`config.mk`:
```
export PLATFORM = sky130hd
export DESIGN_NAME = uart_regif
export DESIGN_NICKNAME = d
export VERILOG_FILES = /design/src/rtl/uart_regif_pkg.sv /design/src/rtl/uart_addr_decode.sv /design/src/rtl/uart_id_rom.sv /design/src/rtl/uart_irq_ctrl.sv /design/src/rtl/uart_regif.sv
export SDC_FILE = /design/constraint.sdc
export NUM_CORES = 1
export LEC_CHECK = 0
export ABC_CLOCK_PERIOD_IN_PS = 2750
export BUFFER_PORTS_ARGS = -buffer_cell sky130_fd_sc_hd__buf_2
export CAP_MARGIN = 30
export CORE_MARGIN = 2
export CORE_UTILIZATION = 50
export DETAILED_ROUTE_END_ITERATION = 10
export GPL_ROUTABILITY_DRIVEN = 1
export PLACE_DENSITY_LB_ADDON = 0.3
export SKIP_LAST_GASP = 1
export SLEW_MARGIN = 20
export SYNTH_ARGS = -nofsm -noshare
export SYNTH_HDL_FRONTEND = slang
export SYNTH_HIERARCHICAL = 1
export SYNTH_SLANG_ARGS = --single-unit
```
`constraint.sdc`:
```
create_clock -name clk -period 2.75 [get_ports clk]
set_input_delay 0.275 -clock clk [delete_from_list [all_inputs] [get_ports clk]]
set_output_delay 0.275 -clock clk [all_outputs]
set_load 0.005 [all_outputs]
```
`src/rtl/uart_regif_pkg.sv`:
```
package uart_regif_pkg;

    typedef enum logic [1:0] {
        ST_IDLE,
        ST_RESP
    } bus_state_e;

    typedef enum logic [4:0] {
        SEL_DATA,
        SEL_ZERO,
        SEL_FLAG,
        SEL_LOWPWR,
        SEL_DIV_INT,
        SEL_DIV_FRAC,
        SEL_LINE,
        SEL_CTRL,
        SEL_LEVEL,
        SEL_MASK,
        SEL_RAW,
        SEL_MASKED,
        SEL_CLEAR,
        SEL_DMA,
        SEL_IDTAB,
        SEL_BAD
    } reg_sel_e;

    localparam int IRQ_W     = 11;
    localparam int LOWPWR_W  = 8;
    localparam int DIV_INT_W = 16;
    localparam int DIV_FRC_W = 6;
    localparam int LINE_W    = 8;
    localparam int CTRL_W    = 16;
    localparam int LEVEL_W   = 6;
    localparam int DMA_W     = 3;

    localparam int IRQ_BIT_TX = 5;
    localparam int IRQ_BIT_RX = 4;

    localparam logic [CTRL_W-1:0]  CTRL_RST  = 16'h0300;
    localparam logic [LEVEL_W-1:0] LEVEL_RST = 6'h12;

    localparam logic [9:0] IDTAB_BASE_IDX = 10'h3F8;

endpackage

```
`src/rtl/uart_addr_decode.sv`:
```
module uart_addr_decode
    import uart_regif_pkg::*;
(
    input  logic [11:0] addr,
    output reg_sel_e    sel,
    output logic [2:0]  id_idx
);
    logic [9:0] word_idx;

    assign word_idx = addr[11:2];
    assign id_idx   = word_idx[2:0];

    always_comb begin
        if (word_idx >= IDTAB_BASE_IDX) begin
            sel = SEL_IDTAB;
        end else begin
            case (word_idx)
                10'd0:   sel = SEL_DATA;
                10'd1:   sel = SEL_ZERO;
                10'd6:   sel = SEL_FLAG;
                10'd8:   sel = SEL_LOWPWR;
                10'd9:   sel = SEL_DIV_INT;
                10'd10:  sel = SEL_DIV_FRAC;
                10'd11:  sel = SEL_LINE;
                10'd12:  sel = SEL_CTRL;
                10'd13:  sel = SEL_LEVEL;
                10'd14:  sel = SEL_MASK;
                10'd15:  sel = SEL_RAW;
                10'd16:  sel = SEL_MASKED;
                10'd17:  sel = SEL_CLEAR;
                10'd18:  sel = SEL_DMA;
                default: sel = SEL_BAD;
            endcase
        end
    end
endmodule

```
`src/rtl/uart_id_rom.sv`:
```
module uart_id_rom #(
    parameter int VARIANT = 0
) (
    input  logic [2:0] idx,
    output logic [7:0] id_byte
);
    generate
        if (VARIANT == 0) begin : g_variant_a
            always_comb begin
                case (idx)
                    3'd0:    id_byte = 8'h11;
                    3'd1:    id_byte = 8'h10;
                    3'd2:    id_byte = 8'h14;
                    3'd3:    id_byte = 8'h00;
                    3'd4:    id_byte = 8'h0D;
                    3'd5:    id_byte = 8'hF0;
                    3'd6:    id_byte = 8'h05;
                    default: id_byte = 8'hB1;
                endcase
            end
        end else begin : g_variant_b
            always_comb begin
                case (idx)
                    3'd0:    id_byte = 8'h11;
                    3'd1:    id_byte = 8'h00;
                    3'd2:    id_byte = 8'h18;
                    3'd3:    id_byte = 8'h01;
                    3'd4:    id_byte = 8'h0D;
                    3'd5:    id_byte = 8'hF0;
                    3'd6:    id_byte = 8'h05;
                    default: id_byte = 8'hB1;
                endcase
            end
        end
    endgenerate
endmodule

```
`src/rtl/uart_irq_ctrl.sv`:
```
module uart_irq_ctrl
    import uart_regif_pkg::*;
#(
    parameter int CNT_W   = 5,
    parameter int RX_TRIG = 1
) (
    input  logic             clk,
    input  logic             rst_n,
    input  logic             tx_set,
    input  logic             clr_we,
    input  logic [IRQ_W-1:0] clr_bits,
    input  logic [CNT_W-1:0] rx_count,
    input  logic [IRQ_W-1:0] mask,
    output logic [IRQ_W-1:0] raw,
    output logic [IRQ_W-1:0] masked,
    output logic             irq
);
    localparam logic [CNT_W-1:0] TRIG_LVL = CNT_W'(RX_TRIG);
    localparam logic [CNT_W-1:0] TRIG_LOW = CNT_W'(RX_TRIG - 1);

    logic [CNT_W-1:0] count_q;
    logic [IRQ_W-1:0] raw_q, raw_d;
    logic             rx_up, rx_down;

    assign rx_up   = (count_q == TRIG_LOW) && (rx_count == TRIG_LVL);
    assign rx_down = (count_q == TRIG_LVL) && (rx_count == TRIG_LOW);

    always_comb begin
        raw_d = raw_q;
        if (clr_we)  raw_d = raw_d & ~clr_bits;
        if (rx_down) raw_d[IRQ_BIT_RX] = 1'b0;
        if (tx_set)  raw_d[IRQ_BIT_TX] = 1'b1;
        if (rx_up)   raw_d[IRQ_BIT_RX] = 1'b1;
    end

    always_ff @(posedge clk or negedge rst_n) begin
        if (!rst_n) begin
            raw_q   <= '0;
            count_q <= '0;
        end else begin
            raw_q   <= raw_d;
            count_q <= rx_count;
        end
    end

    assign raw    = raw_q;
    assign masked = raw_q & mask;
    assign irq    = |masked;
endmodule

```
`src/rtl/uart_regif.sv`:
```
module uart_regif
    import uart_regif_pkg::*;
#(
    parameter int ID_VARIANT = 0,
    parameter int RX_DEPTH   = 16,
    parameter int RX_DW      = 12,
    parameter int RX_TRIG    = 1,
    parameter int CNT_W      = $clog2(RX_DEPTH + 1)
) (
    input  logic             clk,
    input  logic             rst_n,
    input  logic             bus_req,
    input  logic             bus_we,
    input  logic [11:0]      bus_addr,
    input  logic [31:0]      bus_wdata,
    output logic             bus_ack,
    output logic [31:0]      bus_rdata,
    output logic             bus_err,
    output logic             tx_valid,
    output logic [7:0]       tx_byte,
    input  logic             tx_empty,
    input  logic             tx_full,
    output logic             rx_pop,
    input  logic [RX_DW-1:0] rx_data,
    input  logic [CNT_W-1:0] rx_count,
    output logic             irq
);
    localparam logic [CNT_W-1:0] FULL_LVL = CNT_W'(RX_DEPTH);

    bus_state_e state_q, state_d;
    reg_sel_e   sel;
    logic [2:0] id_idx;
    logic [7:0] id_byte;
    logic       accept;
    logic       wr_hit, rd_hit;

    logic [LOWPWR_W-1:0]  lowpwr_q;
    logic [DIV_INT_W-1:0] div_int_q;
    logic [DIV_FRC_W-1:0] div_frac_q;
    logic [LINE_W-1:0]    line_q;
    logic [CTRL_W-1:0]    ctrl_q;
    logic [LEVEL_W-1:0]   level_q;
    logic [IRQ_W-1:0]     mask_q;
    logic [DMA_W-1:0]     dma_q;

    logic [IRQ_W-1:0] raw_st, masked_st;
    logic [7:0]       flag_word;
    logic [31:0]      rd_mux;

    uart_addr_decode u_dec (
        .addr   (bus_addr),
        .sel    (sel),
        .id_idx (id_idx)
    );

    uart_id_rom #(.VARIANT(ID_VARIANT)) u_idrom (
        .idx     (id_idx),
        .id_byte (id_byte)
    );

    assign accept = (state_q == ST_IDLE) && bus_req;
    assign wr_hit = accept && bus_we;
    assign rd_hit = accept && !bus_we;

    uart_irq_ctrl #(.CNT_W(CNT_W), .RX_TRIG(RX_TRIG)) u_irq (
        .clk      (clk),
        .rst_n    (rst_n),
        .tx_set   (wr_hit && (sel == SEL_DATA)),
        .clr_we   (wr_hit && (sel == SEL_CLEAR)),
        .clr_bits (bus_wdata[IRQ_W-1:0]),
        .rx_count (rx_count),
        .mask     (mask_q),
        .raw      (raw_st),
        .masked   (masked_st),
        .irq      (irq)
    );

    assign rx_pop = rd_hit && (sel == SEL_DATA);

    assign flag_word = {tx_empty, (rx_count >= FULL_LVL), tx_full,
                        (rx_count == '0), 4'b0000};

    // State register
    always_ff @(posedge clk or negedge rst_n) begin
        if (!rst_n) state_q <= ST_IDLE;
        else        state_q <= state_d;
    end

    // Transitions: accept (IDLE->RESP), release (RESP->IDLE)
    always_comb begin
        state_d = state_q;
        unique case (state_q)
            ST_IDLE: if (bus_req) state_d = ST_RESP;
            ST_RESP: state_d = ST_IDLE;
            default: state_d = ST_IDLE;
        endcase
    end

    always_comb begin
        rd_mux = '0;
        unique case (sel)
            SEL_DATA:     rd_mux = 32'(rx_data);
            SEL_FLAG:     rd_mux = 32'(flag_word);
            SEL_LOWPWR:   rd_mux = 32'(lowpwr_q);
            SEL_DIV_INT:  rd_mux = 32'(div_int_q);
            SEL_DIV_FRAC: rd_mux = 32'(div_frac_q);
            SEL_LINE:     rd_mux = 32'(line_q);
            SEL_CTRL:     rd_mux = 32'(ctrl_q);
            SEL_LEVEL:    rd_mux = 32'(level_q);
            SEL_MASK:     rd_mux = 32'(mask_q);
            SEL_RAW:      rd_mux = 32'(raw_st);
            SEL_MASKED:   rd_mux = 32'(masked_st);
            SEL_DMA:      rd_mux = 32'(dma_q);
            SEL_IDTAB:    rd_mux = 32'(id_byte);
            SEL_ZERO, SEL_CLEAR, SEL_BAD: rd_mux = '0;
            default:      rd_mux = '0;
        endcase
    end

    // Configuration registers
    always_ff @(posedge clk or negedge rst_n) begin
        if (!rst_n) begin
            lowpwr_q   <= '0;
            div_int_q  <= '0;
            div_frac_q <= '0;
            line_q     <= '0;
            ctrl_q     <= CTRL_RST;
            level_q    <= LEVEL_RST;
            mask_q     <= '0;
            dma_q      <= '0;
        end else if (wr_hit) begin
            unique case (sel)
                SEL_LOWPWR:   lowpwr_q   <= bus_wdata[LOWPWR_W-1:0];
                SEL_DIV_INT:  div_int_q  <= bus_wdata[DIV_INT_W-1:0];
                SEL_DIV_FRAC: div_frac_q <= bus_wdata[DIV_FRC_W-1:0];
                SEL_LINE:     line_q     <= bus_wdata[LINE_W-1:0];
                SEL_CTRL:     ctrl_q     <= bus_wdata[CTRL_W-1:0];
                SEL_LEVEL:    level_q    <= bus_wdata[LEVEL_W-1:0];
                SEL_MASK:     mask_q     <= bus_wdata[IRQ_W-1:0];
                SEL_DMA:      dma_q      <= bus_wdata[DMA_W-1:0];
                default:      ;
            endcase
        end
    end

    // Registered outputs of the access machine
    always_ff @(posedge clk or negedge rst_n) begin
        if (!rst_n) begin
            bus_ack   <= 1'b0;
            bus_rdata <= '0;
            bus_err   <= 1'b0;
            tx_valid  <= 1'b0;
            tx_byte   <= '0;
        end else begin
            bus_ack  <= accept;
            bus_err  <= accept && (sel == SEL_BAD);
            tx_valid <= wr_hit && (sel == SEL_DATA);
            if (wr_hit && (sel == SEL_DATA)) tx_byte <= bus_wdata[7:0];
            if (rd_hit) bus_rdata <= rd_mux;
        end
    end
endmodule

```
# Word level (Yosys, flattened, before mapping)
# Memories as Yosys holds them, arrays and structs flattened.
# Cells that the tools add are included.
[totals] regBits=135 rom_bits=128 inputBits=67 out_inout_bits=45 elab_cells=84 memories=1
[classes] order_cmp=2 eq_ne=23 muxes=10 n_bitwise=3 reduce_logical=27
[mem_list] name="(no name shown)" words=32 width=4 rd=1 rd_clocked_by_memory_dff=0 wr=0 line_no="uart_addr_decode.sv:17" source="case (word_idx)"
[ops] op="$pmux 16 s13" count=1
[ops] op="$pmux 8 s7" count=1
[ops] op="$eq 5x4->1 const B" count=8
[ops] op="$and 11x11->11" count=2
[ops] op="$eq 5x3->1 const B" count=4
[ops] op="$logic_not 5->1" count=4
[ops] op="$reduce_and 2->1" count=8
[ops] op="$not 11->11" count=1
[ops] op="$reduce_or 11->1" count=1
[ops] op="$eq 5x1->1 const B" count=2
[ops] op="$eq 5x2->1 const B" count=2
[ops] op="$ge 10x10->1 const B" count=1
[ops] op="$mux 5" count=2
[ops] op="$eq 3x3->1 const B" count=3
[ops] op="$logic_and 1x1->1" count=9
[ops] op="$eq 3x2->1 const B" count=2
[ops] op="$mux 6" count=1
[ops] op="$ge 5x5->1 const B" count=1
[ops] op="$mux 2" count=2
[ops] op="$eq 3x1->1 const B" count=1
[ops] op="$logic_not 3->1" count=1
[ops] op="$mux 1" count=3
[ops] op="$reduce_bool 3->1" count=1
[ops] op="$logic_not 2->1" count=1
[ops] op="3 further kinds" count=3

# Logic depth before layout (Yosys ltp)
# Gate-level depths: netlist of the first run.
[depth] word_depth=8 mapped_depth=13 ltp_nobuf=10

# Modules after synthesis
# The synthesis of the first run kept the hierarchy.
[modules_own_cells] mod="uart_regif" n_inst=1 cells_each=402 area_per_inst_um2=4902.2 seq_area_each_um2=2557.5
[modules_own_cells] mod="uart_irq_ctrl" n_inst=1 cells_each=52 area_per_inst_um2=649.4 seq_area_each_um2=400.4
[modules_own_cells] mod="uart_addr_decode" n_inst=1 cells_each=40 area_per_inst_um2=275.3 seq_area_each_um2=0.0
[modules_own_cells] mod="uart_id_rom" n_inst=1 cells_each=13 area_per_inst_um2=80.1 seq_area_each_um2=0.0

# Worst setup path after synthesis of the first run
# Ideal clock, no wire load.
[synth_path] kind="input -> register" from="input port bus_addr[10]" to="register ctrl_q[10]" setup_ps=125 arrival_time_ps=2555 required_ps=2625 path_slack_ps=70 cell_stages=9 path_buffers=3 cell_sequence="or4_4 -> nor2_4 -> nand3_1 -> buf_2 -> or3b_1 -> buf_2 -> nor3_2 -> buf_4 -> mux2_2"
[synth_via] elab_chain_len=5 elab_cells_between_ends=6 cone_classes="order compare: 1; eq/ne: 1; mux: 2; reduce/logical: 2"
[synth_rtl] element="from (decl)" line_no="uart_regif.sv:14" source="input logic [11:0] bus_addr,"
[synth_rtl] element="branches (longest 2 deep; another with $ge 10x10->1)"
[synth_rtl] element="$mux 5 (*)" line_no="uart_addr_decode.sv:14" source="if (word_idx >= IDTAB_BASE_IDX) begin"
[synth_rtl] element="net sel[3]" line_no="uart_regif.sv:31" source="reg_sel_e sel;"
[synth_rtl] element="$eq 5x3->1 (*)" line_no="uart_regif.sv:132" source="unique case (sel)"
[synth_rtl] element="$reduce_and 2->1 (no line) (*)"
[synth_rtl] element="to (signal assigned)" line_no="uart_regif.sv:137" source="SEL_CTRL: ctrl_q <= bus_wdata[CTRL_W-1:0];"
[synth_rtl] element="to (decl)" line_no="uart_regif.sv:41" source="logic [CTRL_W-1:0] ctrl_q;"
# Mark *: on every way through the listed nets, which the timed path passes.
# A chain may end at the register's enable or synchronous reset.

# Worst setup path in the final report of the first run
[layout_path] from="input port bus_addr[10]" to="output port rx_pop"
[layout_via] elab_chain_len=5 elab_cells_between_ends=6 cone_classes="order compare: 1; mux: 2; reduce/logical: 3"
[layout_rtl] element="branches (longest 2 deep; another with $ge 10x10->1)"
[layout_rtl] element="$mux 5 (*)" line_no="uart_addr_decode.sv:14"
[layout_rtl] element="net sel[3]" line_no="uart_regif.sv:31"
[layout_rtl] element="$logic_not 5->1 (*)" line_no="uart_regif.sv:78" source="assign rx_pop = rd_hit && (sel == SEL_DATA);"
[layout_rtl] element="$logic_and 1x1->1 (*)" line_no="uart_regif.sv:78"
[layout_rtl] element="to (decl)" line_no="uart_regif.sv:23" source="output logic rx_pop,"
# Marked as above.

==> impl_metrics.ini, run 1 <==
[power]
p_per_area_nw_per_um2 = 590
ir_drop_mv = 0.435
p_leak_nw = 3.73

[sta]
hold_slack_ps = 14.6
period_minus_slack_ps = 2540
hold_viol_final = 0
clock.fmax_mhz = 393
rsz0062_at_grt = no
period_share_pct = 92.5
max-slew-margin-rel_pct = 44.6
finClkSkew_ps = 12.3
drv_slew = 0
tns_ps = 0
setup_viol = 0
tightest_slew_ps = 829

[logic_synthesis]
synthMuxAreaShare_pct = 17.7
ys_top_cells_by_area = dfrtp_1, mux2_2, a22oi_1
ys_seq_elements = 118
seq_area_frac_synth_pct = 50.1
avgSynthCellArea_um2 = 11.7
synthArstFlopShare_pct = 100
synth-compound-area-share_pct = 12.8
yosysUniqueCellTypes = 62
yosys.area_share.simple_pct = 12.9
synth_ff_type = dfrtp_1
yosys.area_share.adder_pct = 0.847
synth_top_area_cell = dfrtp_1
yosysTopAreaCellShare_pct = 48.3
synth_edf_count = 0
synth-xor-area-share_pct = 0.148
synth_top_family_by_area = multiplexers
synth_warnings = 6
syn_area_um2 = 5910
syn-instance-count = 507

[floorplan]
die-area_um2 = 12700
start_util_pct = 51.5
rows = 39
coreArea_um2 = 11500
die_y_um = 113
ios = 112
die_x_um = 113

[global_route]
grt_pass1_vias = 4705
grt_max_degree = 58
grtUsageTotal_pct = 26.2
grt_pass1_wl_mm = 25.3
overflow = 0
grt_antenna_before_repair = 0

[detailed_routing]
drc = 0
drt-total-wl_mm = 15.7
dr.pass1.iters = 5
vias = 4630
ant_nets = 0
wl_per_cell_um = 20.1
drt-initial-drc-count = 311
via_per_inst = 5.91

[cts]
clk_latency_ps = 410
tritoncts = yes
tritoncts.num_buffers = 17
cts-root-buf = clkbuf_16
cts.sinks = 118
clkTransAtPathRegs_ps = 50
ctsResizeCount = 0
clock_path_buffers = 2
cts.htree.levels = 4

[finish]
finalNonFillerCells = 783
nets = 700
mostFrequentLayoutCells = dfrtp_1, mux2_2, buf_2
n_fill_cell = 913
synthToLayoutAreaGrowth_pct = 25.1
layout_commonest_cell = dfrtp_1
n_antenna_cell = 0
drive_above_1_share_pct = 42.3

[worst_setup_path]
cp-start-kind = input pin
crit_fanout = 10
arrival_ps = 2270
critical_path_required_ps = 2480
r2r_end = u_irq/raw[5]$_DFFE_PN0P_
reg2reg_slack_ps = 910
path_class = in2out
ff2ff_path_depth = 7
end_kind = output port
r2r-start = state_q[0]$_DFFE_PN0P_

[hold_path]
worstHoldStart = rx_count[0]
worstHoldPathType = in2reg
hold_depth = 1
whs_endpoint = u_irq/count_q[0]$_DFF_PN0_

[placed_design]
portBuffers = 77
place_congestion = 0.906
dpl.cell_count = 752
dp_hpwl_mm = 11.2

[run_status]
status = finished clean

[run]
max-cap-violations = 0
how the worst max path moves through the flow:
stage	slack, ps	endpoint	depth (start not counted)	startpoint
6_report	210	rx_pop	9	bus_addr[10]
5_1_grt	90	rx_pop	9	bus_addr[10]
4_1_cts	220	rx_pop	9	bus_addr[10]
3_5_place_dp	6	bus_rdata[7]$_DFFE_PN0P_	11	bus_addr[3]
3_3_place_gp	30	bus_rdata[7]$_DFFE_PN0P_	11	bus_addr[3]
2_1_floorplan	70	ctrl_q[10]$_DFFE_PN0P_	9	bus_addr[10]
kinds of logic after synthesis:
group / after synthesis
compound gates: 103
xor+xnor: 1
fa+ha+maj: 4
buf+inv: 53
flops: 118
mux: 94
other cells: 3
simple gates: 131
layout make-up:
class,instances,area (um2),share of cell area (%)
sequential,118,2960,40.0
multi-input combinational,351,2680,36.3
clock buffer,21,470,6.37
tap,143,179,2.42
clock inverter,9,174,2.35
timing repair buffer,135,901,12.2
inverter,6,22.5,0.305
repair_timing:
| action | CTS | global route |
|---|---|---|
| buffers inserted | 0 | 0 |
| hold buffers | 1 | 0 |
| endpoints found under the hold margin | 29 | 0 |
synthesized netlist by cell type (6+ instances only):
cell	number
and2_1	14
a32oi_1	11
mux2_2	83
nand3_1	12
a22oi_1	27
mux2i_1	11
nand4_1	6
buf_4	25
dfrtp_1	114
nor2_1	20
o21ai_0	11
buf_2	10
nand2_1	27
nor2b_1	6
inv_1	6
nor3_1	8
clkbuf_1	7
a21boi_0	10
a31oi_1	8
a21oi_1	7
through the flow:
| stage | util [%] | instance area (um2) | worst slack (ps) | total power, mW |
|---|---|---|---|---|
| 6_report | 64.4 | 7390 | 206 | 4.36 |
| 5_1_grt | 64.4 | 7390 | 93.5 | 4.50 |
| 4_1_cts | 64.4 | 7390 | 220 | 4.39 |
| 3_5_place_dp | 58.7 | 6730 | 6.31 | 1.98 |
| 3_3_place_gp | 58.7 | 6730 | 32.7 | 1.97 |
| 2_1_floorplan | - | 5960 | 70.3 | 1.88 |
power by group:
part / leakage (nW) / switching [mW] / internal (mW) / total, mW
sequential: 1.62 / 0.00667 / 1.75 / 1.76
combinational: 1.79 / 0.126 / 0.0680 / 0.194
clock: 0.319 / 0.737 / 1.66 / 2.40
total: 3.73 / 0.870 / 3.49 / 4.36
critical path: stages:
cell and delay [ps]:
buf_2 100, or4_4 540, nor2_4 120, nand3_1 100
buf_4 190, or3_1 410, buf_4 160, nor3_1 200
buf_2 160
sequential cells by signal (all words and copies together), names as in the netlist:
name and flops:
bus_ack 1, bus_err 1, bus_rdata 16, ctrl_q 16
div_frac_q 6, div_int_q 16, dma_q 3, level_q 6
line_q 8, lowpwr_q 8, mask_q 11, state_q 1
tx_byte 8, tx_valid 1, u_irq/count_q 5, u_irq/raw 11
routing by layer:
| layer | track usage, % | wire length [um] | vias up |
|---|---|---|---|
| li1 | - | - | 2079 |
| met1 | 35.6 | 6770 | 2313 |
| met2 | 41.4 | 7490 | 201 |
| met3 | 6.53 | 1050 | 37 |
| met4 | 9.02 | 429 | 0 |
| met5 | 0 | 0 | - |
Note: power is estimated with default switching activity, not from simulation.
==> run 2: changes to the inputs <==
- CTS_BUF_LIST: default -> sky130_fd_sc_hd__clkbuf_8
==> impl_metrics.ini, run 2 (same netlist as run 1, synthesis figures left out) <==
[cts]
cts.htree.levels = 4
cts.sinks = 118
cts-root-buf = clkbuf_8
tritoncts.num_buffers = 17
clk_latency_ps = 440
post-cts-setup-buffer-count = 0
clock_path_buffers = 2
ctsResizeCount = 0
tritoncts = yes
clkTransAtPathRegs_ps = 70

[floorplan]
die-area_um2 = 12700
die_x_um = 113
die_y_um = 113
ios = 112
start_util_pct = 51.5
coreArea_um2 = 11500
rows = 39

[global_route]
overflow = 0
grt_pass1_vias = 4660
grt_pass1_wl_mm = 25.0
grt_antenna_before_repair = 0
grt_max_degree = 58
grtUsageTotal_pct = 25.9

[worst_setup_path]
r2r-start = state_q[0]$_DFFE_PN0P_
end_kind = output port
path_class = in2out
critical_path_required_ps = 2480
crit_fanout = 10
arrival_ps = 2290
reg2reg_slack_ps = 900
r2r_end = u_irq/raw[5]$_DFFE_PN0P_
cp_slowest_cell = or4_4
ff2ff_path_depth = 7
cpPeakStageDelay_ps = 540
cp-start-kind = input pin
crit_chain = buf_2, or4_4, nor2_4, nand3_1, buf_4, or3_1, buf_4, nor3_1, buf_2

[sta]
tightest_slew_ps = 786
setup_viol = 0
period_share_pct = 93.2
clock.fmax_mhz = 390
max-slew-margin-rel_pct = 47.5
hold_viol_final = 0
drv_slew = 0
layout_setup_ws_ps = 187
rsz0062_at_grt = no
finClkSkew_ps = 13.4
period_minus_slack_ps = 2560
tns_ps = 0

[detailed_routing]
drc = 0
dr.pass1.iters = 6
ant_nets = 0
drt-initial-drc-count = 289
wl_per_cell_um = 19.9
drt-total-wl_mm = 15.7
vias = 4673
via_per_inst = 5.93

[power]
pwr-share-clk_pct = 48.1
p_per_area_nw_per_um2 = 521
ir_drop_mv = 0.346
p_switching_uw = 816
switching_share_pct = 21.6
pwr-share-comb_pct = 5.3
power.total_mw = 3.77
pwr-share-seq_pct = 46.5
p_int_mw = 2.96
p_leak_nw = 3.67

[placed_design]
dp_hpwl_mm = 11.2
portBuffers = 77
place_congestion = 0.906
pre_cts_ws_ps = 6.31

[finish]
layout_commonest_cell = dfrtp_1
fin_util_pct = 63.2
mostFrequentLayoutCells = dfrtp_1, mux2_2, buf_2
synthToLayoutAreaGrowth_pct = 22.7
drive_above_1_share_pct = 42.0
nets = 705
reg_top3 = bus_rdata: 16 flops, ctrl_q: 16 flops, div_int_q: 16 flops
n_antenna_cell = 0

[hold_path]
worstHoldPathType = in2reg
hold_depth = 2
worstHoldStart = bus_wdata[9]
whs_endpoint = u_irq/raw[9]$_DFFE_PN0P_

[run_status]
status = finished clean

[run]
max-cap-violations = 0
run 2: cell types whose count changed in the layout (fill, tap and decap cells not counted), sizes merged:
cell,previous run,this run
clkbuf,21,20
dlygate4sd3,1,6
inv,6,7
run 2: area by class of cell:
| class | instances | area, um2 |
|---|---|---|
| timing repair buffer | 140 | 951 |
| multi-input combinational | 351 | 2680 |
| fill | 922 | 4220 |
| clock inverter | 10 | 178 |
| inverter | 6 | 22.5 |
| sequential | 118 | 2960 |
| clock buffer | 20 | 275 |
| tap | 143 | 179 |
run 2: routing by layer:
layer	track usage, %	vias to the layer above	part of all wire, %
met2	40.8	203	47
met1	35.4	2350	43
met5	0	-	0
li1	-	2085	-
met4	10.3	0	3.0
met3	5.52	35	7.3
run 2: worst max path at each step:
stage                 start                        to  slack, ps  depth (start not counted)
2_1_floorplan  bus_addr[10]    ctrl_q[10]$_DFFE_PN0P_         70                          9
3_3_place_gp    bus_addr[3]  bus_rdata[7]$_DFFE_PN0P_         30                         11
3_5_place_dp    bus_addr[3]  bus_rdata[7]$_DFFE_PN0P_          6                         11
4_1_cts        bus_addr[10]                    rx_pop        210                          9
5_1_grt        bus_addr[10]                    rx_pop         80                          9
6_report       bus_addr[10]                    rx_pop        190                          9
run 2: critical path: cells and delay by family:
kind	cells	cell delay [ps]
AND/OR/NAND/NOR	5	1380
buffers and inverters	4	610
run 2: what timing repair did:
action / CTS / global route
hold buffers: 6 / 0
hold endpoints to repair: 34 / 0
setup endpoints to repair: 0 / 0
run 2: power groups by stage:
stage / clock (mW) / sequential [mW] / combinational, mW
after floorplan: 0 / 1.79 / 0.0912
after global placement: 0 / 1.79 / 0.186
after detailed placement: 0 / 1.79 / 0.193
after CTS: 1.84 / 1.76 / 0.200
after global routing: 1.91 / 1.76 / 0.224
final: 1.82 / 1.76 / 0.200
run 2: metrics by stage:
step	cell area (um2)	std cells	hold WS, ps
CTS	7250	788	50.1
global placement	6730	752	230
floorplan	5960	522	-20.6
detailed placement	6730	752	238
finish	7250	788	73.4
global route	7250	788	57.3
